File: config.mk
export PLATFORM = sky130hd
export DESIGN_NAME = ecp_fwd_rx
export DESIGN_NICKNAME = d
export VERILOG_FILES = /design/src/rtl/ecp_rx_pkg.sv /design/src/rtl/ecprx_capture.sv /design/src/rtl/ecprx_expand.sv /design/src/rtl/ecprx_dirctl.sv /design/src/rtl/ecp_fwd_rx.sv
export SDC_FILE = /design/constraint.sdc
export NUM_CORES = 1
export LEC_CHECK = 0
export ABC_AREA = 1
export BUFFER_PORTS_ARGS = -buffer_cell sky130_fd_sc_hd__buf_2
export CORE_AREA = 2 2 70 72
export DETAILED_ROUTE_END_ITERATION = 10
export DIE_AREA = 0 0 72 74
export GPL_ROUTABILITY_DRIVEN = 0
export GPL_TIMING_DRIVEN = 0
export HOLD_SLACK_MARGIN = 0.03
export PLACE_DENSITY_LB_ADDON = 0.25
export SYNTH_ARGS = -nofsm -noshare
export SYNTH_HDL_FRONTEND = slang
export SYNTH_SLANG_ARGS = --single-unit
File: constraint.sdc
create_clock -name clk -period 4 [get_ports clk]
set_clock_uncertainty 0.05 [all_clocks]
set_input_delay 0.8 -clock clk [delete_from_list [all_inputs] [get_ports clk]]
set_output_delay 0.8 -clock clk [all_outputs]
set_load 0.01 [all_outputs]
File: src/rtl/ecp_rx_pkg.sv
package ecp_rx_pkg;
  localparam int BYTE_W = 8;
  localparam int RUN_W  = BYTE_W - 1;

  typedef enum logic [1:0] {CAP_IDLE, CAP_QUAL, CAP_BUSY, CAP_ACK} cap_state_t;

  // command byte: top bit selects run-length count versus channel address
  function automatic logic is_run_cmd(input logic [BYTE_W-1:0] b);
    return b[BYTE_W-1];
  endfunction

  function automatic logic [RUN_W-1:0] cmd_field(input logic [BYTE_W-1:0] b);
    return b[RUN_W-1:0];
  endfunction
endpackage

File: src/rtl/ecprx_capture.sv
module ecprx_capture
  import ecp_rx_pkg::*;
#(
  parameter int TICK_W = 8
) (
  input  logic              clk,
  input  logic              rst_n,
  input  logic [TICK_W-1:0] pw_ticks,
  input  logic              hs_req,
  input  logic              hs_is_data,
  input  logic [BYTE_W-1:0] hs_byte,
  input  logic              dir_rev,
  input  logic              done,
  output logic              hs_ack,
  output logic              cap_pulse,
  output logic              cap_is_data,
  output logic [BYTE_W-1:0] cap_byte
);
  function automatic logic [TICK_W-1:0] width_floor(input logic [TICK_W-1:0] t);
    return (t == '0) ? TICK_W'(1) : t;
  endfunction

  cap_state_t        st;
  logic [TICK_W-1:0] cnt;

  always_ff @(posedge clk) begin
    if (!rst_n) begin
      st          <= CAP_IDLE;
      cnt         <= '0;
      cap_pulse   <= 1'b0;
      cap_is_data <= 1'b0;
      cap_byte    <= '0;
    end else begin
      cap_pulse <= 1'b0;
      unique case (st)
        CAP_IDLE: if (hs_req && !dir_rev) begin
          cnt <= TICK_W'(1);
          st  <= CAP_QUAL;
        end
        CAP_QUAL: begin
          if (!hs_req || dir_rev) begin
            st <= CAP_IDLE;
          end else if (cnt >= width_floor(pw_ticks)) begin
            cap_byte    <= hs_byte;
            cap_is_data <= hs_is_data;
            cap_pulse   <= 1'b1;
            st          <= CAP_BUSY;
          end else begin
            cnt <= cnt + TICK_W'(1);
          end
        end
        CAP_BUSY: if (done) st <= CAP_ACK;
        CAP_ACK:  if (!hs_req) st <= CAP_IDLE;
        default:  st <= CAP_IDLE;
      endcase
    end
  end

  assign hs_ack = (st == CAP_ACK);
endmodule

File: src/rtl/ecprx_expand.sv
module ecprx_expand
  import ecp_rx_pkg::*;
(
  input  logic              clk,
  input  logic              rst_n,
  input  logic              cap_pulse,
  input  logic              cap_is_data,
  input  logic [BYTE_W-1:0] cap_byte,
  input  logic              out_ready,
  output logic              out_valid,
  output logic [BYTE_W-1:0] out_data,
  output logic [RUN_W-1:0]  chan_addr,
  output logic              chan_addr_stb,
  output logic              done
);
  logic [RUN_W-1:0] run_cnt;
  logic [RUN_W-1:0] rep_left;
  logic             accept;
  logic             cmd_fire;

  assign accept   = out_valid && out_ready;
  assign cmd_fire = cap_pulse && !cap_is_data;
  assign done     = cmd_fire || (accept && rep_left == '0);

  always_ff @(posedge clk) begin
    if (!rst_n) begin
      run_cnt       <= '0;
      rep_left      <= '0;
      out_valid     <= 1'b0;
      out_data      <= '0;
      chan_addr     <= '0;
      chan_addr_stb <= 1'b0;
    end else begin
      chan_addr_stb <= 1'b0;
      if (cmd_fire) begin
        if (is_run_cmd(cap_byte)) begin
          run_cnt <= cmd_field(cap_byte);
        end else begin
          chan_addr     <= cmd_field(cap_byte);
          chan_addr_stb <= 1'b1;
        end
      end else if (cap_pulse) begin
        out_valid <= 1'b1;
        out_data  <= cap_byte;
        rep_left  <= run_cnt;
        run_cnt   <= '0;
      end else if (accept) begin
        if (rep_left == '0) out_valid <= 1'b0;
        else                rep_left  <= rep_left - RUN_W'(1);
      end
    end
  end
endmodule

File: src/rtl/ecprx_dirctl.sv
module ecprx_dirctl (
  input  logic clk,
  input  logic rst_n,
  input  logic host_dir_rev,
  input  logic rev_req_set,
  input  logic dirch_ie,
  input  logic dirch_clr,
  output logic rev_req,
  output logic dirch_flag,
  output logic dir_irq,
  output logic dir_edge
);
  logic dir_q;
  logic dir_rise;

  assign dir_edge = host_dir_rev ^ dir_q;
  assign dir_rise = host_dir_rev & ~dir_q;

  always_ff @(posedge clk) begin
    if (!rst_n) begin
      dir_q      <= 1'b0;
      rev_req    <= 1'b0;
      dirch_flag <= 1'b0;
    end else begin
      dir_q <= host_dir_rev;
      if (dir_rise)         rev_req <= 1'b0;
      else if (rev_req_set) rev_req <= 1'b1;
      if (dir_edge)         dirch_flag <= 1'b1;
      else if (dirch_clr)   dirch_flag <= 1'b0;
    end
  end

  assign dir_irq = dirch_flag & dirch_ie;
endmodule

File: src/rtl/ecp_fwd_rx.sv
module ecp_fwd_rx
  import ecp_rx_pkg::*;
#(
  parameter int TICK_W = 8
) (
  input  logic              clk,
  input  logic              rst_n,
  input  logic [TICK_W-1:0] pw_ticks,
  input  logic              hs_req,
  input  logic              hs_is_data,
  input  logic [7:0]        hs_byte,
  output logic              hs_ack,
  output logic              out_valid,
  output logic [7:0]        out_data,
  input  logic              out_ready,
  output logic [6:0]        chan_addr,
  output logic              chan_addr_stb,
  input  logic              host_dir_rev,
  input  logic              rev_req_set,
  output logic              rev_req,
  input  logic              dirch_ie,
  input  logic              dirch_clr,
  output logic              dirch_flag,
  output logic              dir_irq
);
  logic              cap_pulse_w;
  logic              cap_is_data_w;
  logic [BYTE_W-1:0] cap_byte_w;
  logic              cap_done_w;
  logic              dir_edge_w;

  ecprx_capture #(.TICK_W(TICK_W)) u_cap (
    .clk(clk), .rst_n(rst_n), .pw_ticks(pw_ticks),
    .hs_req(hs_req), .hs_is_data(hs_is_data), .hs_byte(hs_byte),
    .dir_rev(host_dir_rev), .done(cap_done_w), .hs_ack(hs_ack),
    .cap_pulse(cap_pulse_w), .cap_is_data(cap_is_data_w), .cap_byte(cap_byte_w)
  );

  ecprx_expand u_exp (
    .clk(clk), .rst_n(rst_n), .cap_pulse(cap_pulse_w),
    .cap_is_data(cap_is_data_w), .cap_byte(cap_byte_w),
    .out_ready(out_ready), .out_valid(out_valid), .out_data(out_data),
    .chan_addr(chan_addr), .chan_addr_stb(chan_addr_stb), .done(cap_done_w)
  );

  ecprx_dirctl u_dir (
    .clk(clk), .rst_n(rst_n), .host_dir_rev(host_dir_rev),
    .rev_req_set(rev_req_set), .dirch_ie(dirch_ie), .dirch_clr(dirch_clr),
    .rev_req(rev_req), .dirch_flag(dirch_flag), .dir_irq(dir_irq),
    .dir_edge(dir_edge_w)
  );
endmodule

==> key figures <==
Run status
  • Status: finished, final reports clean

Setup path
  • Worst EP required: 4160 ps
  • Max FO, Critical Path: 10
  • Type of the worst setup path: input port to flip-flop
  • Crit path capture type: flip-flop
  • Startpoint type of the worst setup path: input port
  • Worst EP arrival: 2400 ps

Floorplanning
  • Die Area: 5330 sq um
  • Core box area: 4600 sq um
  • Boundary Pins: 46
  • Initial core utilization: 0.564
  • Die height: 74 microns
  • Row Count: 25
  • Die width: 72 microns

Pwr
  • Switching power: 0.231 mW
  • Comb pwr share: 0.070
  • Leak: 1.42 nW
  • Register share of total power: 0.578
  • Switch share: 0.246
  • Internal: 0.709 mW
  • Clock power share: 0.352
  • Maximum VDD drop: 0.262 mV
  • PwrDens: 315 nW/um^2
  • Tot Pwr: 0.941 mW

Logic synthesis
  • Synth Area per Inst: 7.25 sq um
  • Post-synth top flop: dfxtp_1
  • Yosys warns: 0
  • Mapped Area: 2590 sq um
  • Mapped Cells: 358
  • Most common cell in the netlist: nor2_1
  • Register bit total from synthesis: 54
  • Yosys top cell area share: 0.417
  • Area leader, netlist: dfxtp_1
  • Post-synth EDFFs: 0
  • Ranking of synthesized cells by area: dfxtp_1, nor2_1, nand2_1
  • Register area share after synthesis: 0.417
  • Async set-or-reset flop fraction in the synthesized netlist: 0
  • Count of different cell masters after synthesis: 33
  • Post-synth top cells: nor2_1, dfxtp_1, nand2_1
  • Post-Syn Nets: 394

Global routing
  • Total grt overflow: 0
  • GR Util All Layers: 0.219
  • First-pass GRT wire length: 9280 microns
  • Largest net degree at the start of global routing: 18
  • Initial antenna violation count: 0
  • Vias in the first global route: 2160

STA
  • RSZ-0062 raised after global routing: no
  • Slew @ Worst Pin: 507 ps
  • TNS Setup: 0 ps
  • Period utilisation layout: 0.562
  • Slew Viols, Final: 0
  • Fmax: 445 MHz
  • Final min period: 2250 ps
  • Final Hold Viols: 0
  • Fin worst setup slack: 1750 ps
  • Slew headroom: 0.662
  • Setup-failing EPs final: 0

Placement
  • Setup WS pre-CTS: 1410 ps
  • Buffers on Ports: 45
  • Post-DP HPWL: 4170 microns
  • Area after DPL: 2890 sq um

Detailed routing
  • Wire per inst: 11.8 microns
  • Antenna Nets Post-Route: 0
  • Via count: 2399
  • DR pass1 iterations: 4
  • DR vias/cell: 5.16
  • Final WL: 5510 microns
  • DRC: 0
  • Drt initial violations: 126

Final layout
  • Fill cell count: 437
  • P&R area growth vs syn: 15.1%
  • N_diodes: 0
  • Fin nets: 446
  • Fraction of layout cells with a size suffix above 1: 0.192
  • Final core occ: 0.649
  • Final Cell Area: 2990 sq um

Run
  • MaxCap Viol Count: 0

CTS
  • CTS buffer count: 5
  • Clk slew on worst S/H paths: 100 ps
  • Number of hold buffers added after CTS: 0
  • Root Driver: clkbuf_8
  • Worst skew pair latency: 310 ps
  • Post-CTS Setup Repair Bufs: 0
  • Clk buf depth: 2
  • TritonCTS Sinks: 54
  • CTS tree: done
  • Number of gates resized after cts: 0
  • H-tree levels: 2

Min path
  • Hold WC Path Type: flip-flop to flip-flop
## critical path, stage by stage
cell     delay, ps
buf_2          100
inv_1           70
nand3_1         70
nor3_1         140
a31o_2         180
ha_1           220
nand2_1         60
nor2_1          40
nor2_1          80
nand2_1         60
nand2_1        100
nand3_1        100
buf_4          190
nor3_1         150
nor2_1          70
## per-layer routing
metal | vias to the layer above | track usage | wire (microns)
li1 | 1265 | - | -
met2 | 47 | 0.392 | 2580
met3 | 7 | 0.0298 | 226
met5 | - | 0 | 0
met1 | 1080 | 0.276 | 2630
met4 | 0 | 0.0692 | 70
## final timing paths
path	from	to	slack (ps)	depth (start not counted)
max	pw_ticks[4]	u_cap.cnt[0]	1750	15
min	u_exp.out_data[7]	u_exp.out_data[7]	420	2
max reg2reg	u_cap.cnt[5]	u_cap.cnt[0]	2210	8
min reg2reg	u_exp.out_data[7]	u_exp.out_data[7]	420	2
## cell type report
class | count | area [sq um] | area share
buffer | 10 | 50.0 | 0.0168
clock inverter | 2 | 16.3 | 0.00545
sequential | 54 | 1080 | 0.362
tap | 54 | 67.6 | 0.0226
multi-input combinational | 253 | 1310 | 0.438
inverter | 41 | 156 | 0.0524
clock buffer | 6 | 82.6 | 0.0277
timing repair buffer | 45 | 225 | 0.0754
## layout by cell type (no fill, tap or decap)
cell type	count
nor2_1	64
o21ai_0	24
nor2_4	4
xnor2_1	3
nand3_1	27
buf_4	1
nor3b_1	1
nor3_1	8
nand2_1	51
nand2_2	5
a21oi_1	28
inv_6	1
nand4_1	2
nor3_2	1
nor2_8	1
ha_1	11
and3_1	1
buf_6	1
clkinv_1	1
clkbuf_1	7
xor2_1	2
clkinvlp_4	1
o21ai_2	2
o22ai_1	1
nand3b_1	1
o21ai_1	9
a31o_2	1
buf_2	46
a21o_1	2
clkbuf_8	6
nor2_2	1
inv_2	7
inv_4	1
inv_1	32
dfxtp_1	54
a31oi_1	3
## cells by family (layout without fill, tap and decap cells)
logic type               Yosys count  count (layout)  share of synthesized area
AO/OA/AOI/OAI                     70              70                      0.143
XOR/XNOR                           5               5                     0.0169
adder cells (fa/ha/maj)           11              11                     0.0531
buffers and inverters             51             104                     0.0796
flip-flops                        54              54                      0.417
AND/OR/NAND/NOR                  167             167                      0.290
## sequential cells by signal (all words and copies together), names as in the netlist, 7 cells and up, named ones only
name,cells
u_exp.run_cnt,7
u_exp.rep_left,7
u_cap.cnt,8
u_exp.chan_addr,7
u_exp.out_data,8
u_cap.cap_byte,8
## per-stage QoR
step / hold slack, ps / instances
2_1_floorplan: 390 / 358
3_3_place_gp: 405 / 457
3_5_place_dp: 410 / 457
4_1_cts: 425 / 465
5_1_grt: 457 / 465
6_report: 422 / 465
## power groups by stage
stage	clock, mW	combinational, mW	sequential (mW)
2_1_floorplan	0	0.0393	0.557
3_3_place_gp	0	0.0642	0.556
3_5_place_dp	0	0.0660	0.556
4_1_cts	0.331	0.0661	0.544
5_1_grt	0.347	0.0737	0.545
6_report	0.331	0.0655	0.544
(Power assumes the default switching activity.)
